$ cat config.mk
export PLATFORM = sky130hd
export DESIGN_NAME = dir_manager
export DESIGN_NICKNAME = d
export VERILOG_FILES = /design/src/rtl/dirmgr_pkg.sv /design/src/rtl/dirmgr_datapath.sv /design/src/rtl/dirmgr_ctrl.sv /design/src/rtl/dir_manager.sv
export SDC_FILE = /design/constraint.sdc
export NUM_CORES = 1
export LEC_CHECK = 0
export BUFFER_PORTS_ARGS = -buffer_cell sky130_fd_sc_hd__buf_4
export CORE_UTILIZATION = 58
export DETAILED_ROUTE_END_ITERATION = 10
export HOLD_SLACK_MARGIN = 0.08
export PLACE_DENSITY_LB_ADDON = 0.25
export SLEW_MARGIN = 20
export SYNTH_ARGS = -nofsm -noshare
export SYNTH_HDL_FRONTEND = slang
export SYNTH_SLANG_ARGS = --single-unit
export TNS_END_PERCENT = 5
$ cat constraint.sdc
create_clock -name clk -period 8.5 [get_ports clk]
set_input_delay 0.85 -clock clk [delete_from_list [all_inputs] [get_ports clk]]
set_output_delay 0.85 -clock clk [all_outputs]
set_load 0.01 [all_outputs]
$ cat src/rtl/dirmgr_pkg.sv
package dirmgr_pkg;

  localparam logic [3:0] MSG_NONE       = 4'h0;
  localparam logic [3:0] MSG_RD_QUERY   = 4'h1;
  localparam logic [3:0] MSG_RD_FWD     = 4'h2;
  localparam logic [3:0] MSG_RD_CONF    = 4'h3;
  localparam logic [3:0] MSG_WR_QUERY   = 4'h4;
  localparam logic [3:0] MSG_INVAL      = 4'h5;
  localparam logic [3:0] MSG_INVAL_CONF = 4'h6;
  localparam logic [3:0] MSG_WR_FWD     = 4'h7;
  localparam logic [3:0] MSG_WR_CONF    = 4'h8;

  // strobes from control to datapath
  typedef struct packed {
    logic pop;
    logic startRead;
    logic startInv;
    logic sendInv;
    logic sendWf;
    logic finishRead;
    logic finishWrite;
  } CtrlStrobes;

endpackage

$ cat src/rtl/dirmgr_datapath.sv
module dirmgr_datapath
  import dirmgr_pkg::*;
#(
  parameter int NODES = 4,
  parameter int PAGES = 8,
  parameter int DEPTH = 4,
  localparam int NODE_W = (NODES > 1) ? $clog2(NODES) : 1,
  localparam int PAGE_W = (PAGES > 1) ? $clog2(PAGES) : 1,
  localparam int CNT_W  = $clog2(NODES + 1),
  localparam int FCNT_W = $clog2(DEPTH + 1),
  localparam int PTR_W  = (DEPTH > 1) ? $clog2(DEPTH) : 1
) (
  input  logic              clk,
  input  logic              rstN,
  input  CtrlStrobes        stb,
  input  logic              inValid,
  input  logic [3:0]        inType,
  input  logic [NODE_W-1:0] inSrc,
  input  logic [PAGE_W-1:0] inPage,
  output logic              inReady,
  output logic              fifoEmpty,
  output logic              headIsWrite,
  output logic              invPending,
  output logic              ackZero,
  output logic              rcHit,
  output logic              wcHit,
  output logic              outValid,
  output logic [3:0]        outType,
  output logic [NODE_W-1:0] outDst,
  output logic [NODE_W-1:0] outSrc,
  output logic [PAGE_W-1:0] outPage,
  output logic [CNT_W-1:0]  ackCnt,
  output logic [FCNT_W-1:0] fifoCount,
  output logic [PAGES-1:0]  lockBits
);

  function automatic logic [CNT_W-1:0] countOnes(input logic [NODES-1:0] m);
    logic [CNT_W-1:0] c;
    c = '0;
    for (int i = 0; i < NODES; i++) c = c + CNT_W'(m[i]);
    return c;
  endfunction

  // ---------------- request queue ----------------
  logic              fifoWr   [DEPTH];
  logic [NODE_W-1:0] fifoSrc  [DEPTH];
  logic [PAGE_W-1:0] fifoPage [DEPTH];
  logic [PTR_W-1:0]  wrPtr, rdPtr;
  logic              isQuery, isConf, fifoFull, push;

  assign isQuery   = (inType == MSG_RD_QUERY) || (inType == MSG_WR_QUERY);
  assign isConf    = (inType == MSG_RD_CONF) || (inType == MSG_INVAL_CONF) ||
                     (inType == MSG_WR_CONF);
  assign fifoFull  = (fifoCount == FCNT_W'(DEPTH));
  assign fifoEmpty = (fifoCount == '0);
  assign inReady   = isConf || !fifoFull;
  assign push      = inValid && inReady && isQuery;

  always_ff @(posedge clk) begin
    if (push) begin
      fifoWr[wrPtr]   <= (inType == MSG_WR_QUERY);
      fifoSrc[wrPtr]  <= inSrc;
      fifoPage[wrPtr] <= inPage;
    end
  end

  always_ff @(posedge clk) begin
    if (!rstN) begin
      wrPtr     <= '0;
      rdPtr     <= '0;
      fifoCount <= '0;
    end else begin
      if (push)    wrPtr <= (wrPtr == PTR_W'(DEPTH - 1)) ? '0 : wrPtr + 1'b1;
      if (stb.pop) rdPtr <= (rdPtr == PTR_W'(DEPTH - 1)) ? '0 : rdPtr + 1'b1;
      fifoCount <= fifoCount + FCNT_W'(push) - FCNT_W'(stb.pop);
    end
  end

  logic [NODE_W-1:0] headSrc;
  logic [PAGE_W-1:0] headPage;
  logic [NODES-1:0]  headBit;
  assign headIsWrite = fifoWr[rdPtr];
  assign headSrc     = fifoSrc[rdPtr];
  assign headPage    = fifoPage[rdPtr];
  assign headBit     = NODES'(1) << headSrc;

  // ---------------- directory ----------------
  logic [NODE_W-1:0] owner   [PAGES];
  logic [NODES-1:0]  copySet [PAGES];
  logic [NODES-1:0]  others;
  assign others = copySet[headPage] & ~headBit;

  // ---------------- transaction state ----------------
  logic [NODE_W-1:0] curReq;
  logic [PAGE_W-1:0] curPage;
  logic [NODES-1:0]  sendMask, ackMask;
  logic [NODE_W-1:0] invIdx;
  logic              icHit;

  always_comb begin
    invIdx = '0;
    for (int i = NODES - 1; i >= 0; i--) begin
      if (sendMask[i]) invIdx = NODE_W'(i);
    end
  end

  assign invPending = |sendMask;
  assign ackZero    = (ackCnt == '0);
  assign rcHit = inValid && (inType == MSG_RD_CONF) && (inSrc == curReq) && (inPage == curPage);
  assign wcHit = inValid && (inType == MSG_WR_CONF) && (inSrc == curReq) && (inPage == curPage);
  assign icHit = inValid && (inType == MSG_INVAL_CONF) && (inPage == curPage) && ackMask[inSrc];

  always_ff @(posedge clk) begin
    if (!rstN) begin
      for (int i = 0; i < PAGES; i++) begin
        owner[i]   <= '0;
        copySet[i] <= '0;
      end
      lockBits <= '0;
      curReq   <= '0;
      curPage  <= '0;
      sendMask <= '0;
      ackMask  <= '0;
      ackCnt   <= '0;
    end else begin
      if (stb.pop) begin
        curReq  <= headSrc;
        curPage <= headPage;
      end
      if (stb.startRead) begin
        copySet[headPage]  <= copySet[headPage] | headBit;
        lockBits[headPage] <= 1'b1;
      end
      if (stb.startInv) begin
        lockBits[headPage] <= 1'b1;
        sendMask <= others;
        ackMask  <= others;
        ackCnt   <= countOnes(others);
      end
      if (stb.sendInv) sendMask[invIdx] <= 1'b0;
      if (icHit) begin
        ackMask[inSrc] <= 1'b0;
        ackCnt         <= ackCnt - 1'b1;
      end
      if (stb.sendWf) copySet[curPage] <= '0;
      if (stb.finishRead) lockBits[curPage] <= 1'b0;
      if (stb.finishWrite) begin
        lockBits[curPage] <= 1'b0;
        owner[curPage]    <= curReq;
      end
    end
  end

  // ---------------- outgoing message register ----------------
  always_ff @(posedge clk) begin
    if (!rstN) begin
      outValid <= 1'b0;
      outType  <= MSG_NONE;
      outDst   <= '0;
      outSrc   <= '0;
      outPage  <= '0;
    end else begin
      outValid <= 1'b0;
      if (stb.startRead) begin
        outValid <= 1'b1;
        outType  <= MSG_RD_FWD;
        outDst   <= owner[headPage];
        outSrc   <= headSrc;
        outPage  <= headPage;
      end else if (stb.sendInv) begin
        outValid <= 1'b1;
        outType  <= MSG_INVAL;
        outDst   <= invIdx;
        outSrc   <= curReq;
        outPage  <= curPage;
      end else if (stb.sendWf) begin
        outValid <= 1'b1;
        outType  <= MSG_WR_FWD;
        outDst   <= owner[curPage];
        outSrc   <= curReq;
        outPage  <= curPage;
      end
    end
  end

endmodule

$ cat src/rtl/dirmgr_ctrl.sv
module dirmgr_ctrl
  import dirmgr_pkg::*;
(
  input  logic       clk,
  input  logic       rstN,
  input  logic       fifoEmpty,
  input  logic       headIsWrite,
  input  logic       invPending,
  input  logic       ackZero,
  input  logic       rcHit,
  input  logic       wcHit,
  output CtrlStrobes stb,
  output logic       busy
);

  typedef enum logic [1:0] {S_IDLE, S_READ, S_INV, S_WRITE} PhaseT;
  PhaseT phase, phaseNext;

  always_comb begin
    stb       = '0;
    phaseNext = phase;
    unique case (phase)
      S_IDLE: begin
        if (!fifoEmpty) begin
          stb.pop = 1'b1;
          if (headIsWrite) begin
            stb.startInv = 1'b1;
            phaseNext    = S_INV;
          end else begin
            stb.startRead = 1'b1;
            phaseNext     = S_READ;
          end
        end
      end
      S_READ: begin
        if (rcHit) begin
          stb.finishRead = 1'b1;
          phaseNext      = S_IDLE;
        end
      end
      S_INV: begin
        if (invPending) begin
          stb.sendInv = 1'b1;
        end else if (ackZero) begin
          stb.sendWf = 1'b1;
          phaseNext  = S_WRITE;
        end
      end
      S_WRITE: begin
        if (wcHit) begin
          stb.finishWrite = 1'b1;
          phaseNext       = S_IDLE;
        end
      end
      default: phaseNext = S_IDLE;
    endcase
  end

  always_ff @(posedge clk) begin
    if (!rstN) phase <= S_IDLE;
    else       phase <= phaseNext;
  end

  assign busy = (phase != S_IDLE);

endmodule

$ cat src/rtl/dir_manager.sv
module dir_manager
  import dirmgr_pkg::*;
#(
  parameter int NODES      = 4,
  parameter int PAGES      = 8,
  parameter int FIFO_DEPTH = 4,
  localparam int NODE_W = (NODES > 1) ? $clog2(NODES) : 1,
  localparam int PAGE_W = (PAGES > 1) ? $clog2(PAGES) : 1
) (
  input  logic              clk,
  input  logic              rstN,
  input  logic              inValid,
  output logic              inReady,
  input  logic [3:0]        inType,
  input  logic [NODE_W-1:0] inSrc,
  input  logic [PAGE_W-1:0] inPage,
  output logic              outValid,
  output logic [3:0]        outType,
  output logic [NODE_W-1:0] outDst,
  output logic [NODE_W-1:0] outSrc,
  output logic [PAGE_W-1:0] outPage
);

  localparam int CNT_W  = $clog2(NODES + 1);
  localparam int FCNT_W = $clog2(FIFO_DEPTH + 1);

  CtrlStrobes        stb;
  logic              fifoEmpty, headIsWrite, invPending, ackZero, rcHit, wcHit, busy;
  logic [CNT_W-1:0]  ackCnt;
  logic [FCNT_W-1:0] fifoCount;
  logic [PAGES-1:0]  lockBits;

  dirmgr_ctrl u_ctrl (
    .clk(clk), .rstN(rstN), .fifoEmpty(fifoEmpty), .headIsWrite(headIsWrite),
    .invPending(invPending), .ackZero(ackZero), .rcHit(rcHit), .wcHit(wcHit),
    .stb(stb), .busy(busy)
  );

  dirmgr_datapath #(.NODES(NODES), .PAGES(PAGES), .DEPTH(FIFO_DEPTH)) u_dp (
    .clk(clk), .rstN(rstN), .stb(stb),
    .inValid(inValid), .inType(inType), .inSrc(inSrc), .inPage(inPage), .inReady(inReady),
    .fifoEmpty(fifoEmpty), .headIsWrite(headIsWrite), .invPending(invPending),
    .ackZero(ackZero), .rcHit(rcHit), .wcHit(wcHit),
    .outValid(outValid), .outType(outType), .outDst(outDst), .outSrc(outSrc), .outPage(outPage),
    .ackCnt(ackCnt), .fifoCount(fifoCount), .lockBits(lockBits)
  );

endmodule


* Word-level counts from Yosys, hierarchy flattened
Memories as Yosys holds them, arrays and structs flattened. A register that Yosys moved wholly into a read port is not among the register bits.
Cells that the tools add are included.
** Storage, ports and cells
- Register bits after elaboration :: 36
- RAM bits :: 72
- Bits of input ports :: 12
- Output and inout port bits :: 13
- Word-level logic and storage cells :: 169
- Memories :: 5
** Operators by class
- Add/subtract/negate cells :: 8
- Magnitude comparators :: 4
- Equal/unequal tests :: 18
- Shift-type cells :: 1
- Mux-type cells :: 80
- Bitwise logic cells :: 8
- Reduce and logical (&&, ||, !) cells :: 30
** Memory list
- u_dp.copySet :: depth 8, width 4, rd ports 1, clocked after memory_dff 0, wr ports 8, RTL line dirmgr_datapath.sv:89 : logic [NODES-1:0] copySet [PAGES];
- u_dp.owner :: depth 8, width 2, rd ports 2, clocked after memory_dff 1, wr ports 8, RTL line dirmgr_datapath.sv:88 : logic [NODE_W-1:0] owner [PAGES];
- u_dp.fifoPage :: depth 4, width 3, rd ports 1, clocked after memory_dff 1, wr ports 1, RTL line dirmgr_datapath.sv:47 : logic [PAGE_W-1:0] fifoPage [DEPTH];
- u_dp.fifoSrc :: depth 4, width 2, rd ports 1, clocked after memory_dff 1, wr ports 1, RTL line dirmgr_datapath.sv:46 : logic [NODE_W-1:0] fifoSrc [DEPTH];
- u_dp.fifoWr :: depth 4, width 1, rd ports 1, clocked after memory_dff 1, wr ports 1, RTL line dirmgr_datapath.sv:45 : logic fifoWr [DEPTH];
** Operators with widths (number)
- 2-bit two-way mux :: 27
- 3-bit two-way mux :: 14
- 4-bit two-way mux :: 8
- 1-bit two-way mux :: 27
- 1-bit logical AND :: 13
- 4-bit bitwise AND :: 3
- 4-bit inverter :: 3
- 4-bit OR reduction :: 3
- 3-bit by 1-bit adder with 3-bit output :: 3
- 2-bit == test, second input constant :: 4
- 4-bit by 3-bit == test with 1-bit output, second input constant :: 2
- 2-bit inequality test, second input constant :: 4
- 2-bit one-hot mux with 4 select lines :: 1
- 3-bit logical NOT :: 2
- 2-bit by 3-bit less-than comparator with 1-bit output, second input constant :: 2
- 5-bit AND reduction :: 1
- 2-bit by 1-bit adder with 2-bit output, second input constant :: 2
- 1-bit demux with 2-bit select :: 2
- 4-bit by 1-bit == test with 1-bit output, second input constant :: 1
- 4-bit by 2-bit == test with 1-bit output, second input constant :: 1
- 4-bit == test, second input constant :: 1
- 2-bit by 1-bit greater-or-equal comparator with 1-bit output, second input constant :: 2
- 1-bit logical OR :: 4
- 4-bit OR :: 1
- other kinds (16) :: 18

* Depth between registers and ports, before layout
- Depth after elaboration :: 11
- Depth in mapped cells :: 14
- Mapped depth without buffers :: 11

* Hierarchy
A second synthesis with hierarchy kept.
** Second synthesis, totals
- Cell total of the unflattened synthesis :: 596
- Area total of the unflattened synthesis :: 5926.9 sq um
** Modules (own cells, without submodules)
- dirmgr_datapath :: times used 1, cells an instance 575, area an instance 5745.5 sq um, sequential area each 2762.6 sq um
- dirmgr_ctrl :: times used 1, cells an instance 21, area an instance 181.4 sq um, sequential area each 40.0 sq um

* Least setup slack after synthesis
OpenSTA, ideal clock, no wires.
- Path type :: register -> register
- Start :: reg with a tool-made name
- End :: reg u_dp.ackCnt[1]
- Library setup time :: 144 ps
- Data arrival time :: 2915 ps
- Data required time :: 8356 ps
- Slack :: 5441 ps
- Stages on the path, launching flop included :: 14
- Path buffers :: 3
- Period minus slack after synthesis :: 3059 ps
- Cells stage by stage :: dfxtp_1 > buf_6 > mux4_2 > buf_6 > buf_8 > mux2i_1 > a22oi_2 > nand2_1 > nor2_1 > ha_1 > fa_1 > ha_1 > a211oi_1 > a211oi_1
** RTL lines
- end signal, assigned :: RTL line dirmgr_datapath.sv:138 : ackCnt <= countOnes(others);
- end signal, assigned :: RTL line dirmgr_datapath.sv:143 : ackCnt <= ackCnt - 1'b1;
- end, declared :: RTL line dirmgr_datapath.sv:32 : output logic [CNT_W-1:0] ackCnt,

==> metrics.txt <==
Antenna Nets Post-Route 0; Yosys cell types 70; die area 0.01020 mm²; final slew viol count 0; sequential area share after synthesis 52.15%; Setup crit end kind register; Post-synth EDFFs 72; H-tree depth 3; Post-Syn Area around 0.0057 mm²; syn avg cell area 11.60 µm²; Peak Freq about 0.28 GHz; drt first pass iters 5; vias 3815; top cell type's share of synthesized area 38.05%; commonest cells in the netlist nor2_1, edfxtp_1, dfxtp_1, mux2i_1, and2_1; Rows 35; Fin. Hold Viols 0; Worst Path Required 8.74 ns; post-route worst setup slack 4.910 ns; # port buffers 23; DR vias/cell roughly 6; final WL 11.93 mm; most frequent cell after synthesis nor2_1; detailed-route DRC error count 0; Worst Hold Class reg -> reg; clk_skew 0.01533 ns; total track usage 25.48%; io pins 25; internal power 1134 µW; VDD IR max between 200 and 250 µV; first-pass GRT wire length 19.18 mm; Die Y approximately 100 µm; drt wl/cell 18.73 µm; ratio of cells with drive above 1 in the final layout between 10% and 20%; Final min period 3.590 ns; largest net degree at the start of global routing 34; CTS tree built; postcts setup bufs 0; grt ovf 0; ANT cells 0; status finished clean; Mapped Nets 515; overall power 1911 µW; RSZ-0062 raised after global routing false; area leader, netlist edfxtp_1; asr flop ratio synth 0%; Worst Tran Pin Value between 0.7 and 0.8 ns; P&R area growth vs syn 7.047%; nets 528; fin crit share 42.23%; WP data arrival 3.83 ns; Syn Inst Count 490; Starting Density 60.63%; critical path class reg -> reg; Core Box Area 0.009371 mm²; Root Driver clkbuf_8; combinational group share of total power 43.0%; sw power 776.6 µW; Max Cap Violations 0; initial antenna violation count 0; vias in the first global route 3733; Skew-Pair Late Insertion Delay 0.38 ns; type of origin of the critical path register; 1st-iter DRT viols 209; Die Width 101.0 µm; P per Cell Area 314.2 mW/mm²; Primary FF master, synth edfxtp_1; post-DP HPWL 8.697 mm; Clock power frac 16.3%; hold_buf cts 0; CTS max path bufs 2; Yosys reg bits 112; critical path fanouts, max 25; pre-CTS setup slack 4.906 ns; Ys Warns 0; Flop pwr share between 40% and 50%; Lkg Pwr 0.002265 µW; sw frac 40.64%; CTS sink cnt 112; total CTS buffers 9; top post-synthesis cells by area edfxtp_1, dfxtp_1, mux2i_1, nor2_1, mux4_2; Slew headroom 48.80%; setup violators final 0; Final Wtd Congestion just under 0.9; Clk pin slew, worst setup/hold paths approximately 0.11 ns; setup_tns 0 ns; post_cts resized 0
==> path summary, 6_finish.rpt <==
kind / slack (ns) / cells past startpoint / end / start
hold reg to reg: 0.46 / 2 / u_dp.ackMask[0] / u_dp.ackMask[0]
hold / removal: 0.46 / 2 / u_dp.ackMask[0] / u_dp.ackMask[0]
setup reg to reg: 4.91 / 10 / u_dp.ackCnt[1] / register
setup / recovery: 4.91 / 10 / u_dp.ackCnt[1] / register
==> placed cells by master, fill, tap and decap left out, drive strengths merged, types with 5 or more instances in the layout <==
master and count:
dfxtp 40, clkbuf 11, a31oi 7, nor2 75, inv 17, edfxtp 72, nor3 9, nand2b 9
a22oi 10, nand3 17, o221ai 5, nor2b 8, a211oi 5, ha 11, mux2i 35, o21ai 18
and2 22, xnor2 6, a21oi 15, nand2 20, mux4 11, buf 24, nor3b 8, clkinv 5
==> stage by stage <==
step / util, % / hold slack, ns / cells / area, µm²
after floorplan: - / 0.4251 / 490 / 5682
after global placement: 62.86 / 0.4348 / 621 / 5891
after detailed placement: 62.86 / 0.4402 / 621 / 5891
after CTS: 64.90 / 0.4579 / 637 / 6082
after global routing: 64.90 / 0.4774 / 637 / 6082
final: 64.90 / 0.4601 / 637 / 6082
==> sequential cells by signal (all words and copies together), names as in the netlist, 3 cells and up, named ones only <==
| name | flops |
|---|---|
| u_dp.ackCnt | 3 |
| u_dp.fifoSrc | 8 |
| u_dp.fifoPage | 12 |
| u_dp.fifoWr | 4 |
| u_dp.curPage | 3 |
| u_dp.ackMask | 4 |
| u_dp.fifoCount | 3 |
| u_dp.owner | 16 |
| u_dp.sendMask | 4 |
| u_dp.copySet | 32 |
| u_dp.outPage | 3 |
==> cell families after synthesis <==
| family | Yosys count | share of synthesized area (%) |
|---|---|---|
| simple gates | 193 | 18.04 |
| xor+xnor | 8 | 1.233 |
| mux | 47 | 10.79 |
| compound gates | 77 | 11.14 |
| buf+inv | 39 | 3.457 |
| fa+ha+maj | 13 | 3.127 |
| other cells | 1 | 0.06600 |
| flops | 112 | 52.15 |
==> worst max-delay path, cell delays in order (launching register included) <==
cell	delay, ns
dfxtp_1	0.57
mux4_2	0.89
mux2i_1	0.23
a22oi_2	0.31
nand2_1	0.12
nor2_1	0.13
ha_1	0.25
fa_1	0.36
ha_1	0.28
a211oi_1	0.21
a211oi_1	0.07
==> power by group through the flow <==
stage / logic, µW / clock network, µW / registers [µW]
floorplan: 666 / 0 / 747
global placement: 794 / 0 / 786
detailed placement: 816 / 0 / 789
CTS: 820 / 311 / 778
global route: 897 / 332 / 791
finish: 821 / 311 / 779
==> cell type report <==
| class | instances | area, µm² |
|---|---|---|
| clock inverter | 5 | 40.04 |
| inverter | 17 | 63.81 |
| clock buffer | 11 | 151.4 |
| multi-input combinational | 339 | 2522 |
| fill | 776 | 3289 |
| sequential | 112 | 2963 |
| timing repair buffer | 24 | 180.2 |
| tap | 129 | 161.4 |
==> per-layer routing <==
metal	GRT usage, %	part of all wire [%]	vias to the layer above
li1	-	-	1813
met1	32.73	43	1871
met2	43.84	51	108
met3	3.537	4.5	23
met5	0	0	-
met4	9.922	2.2	0
No activity file was read; power rests on OpenSTA's default activity.
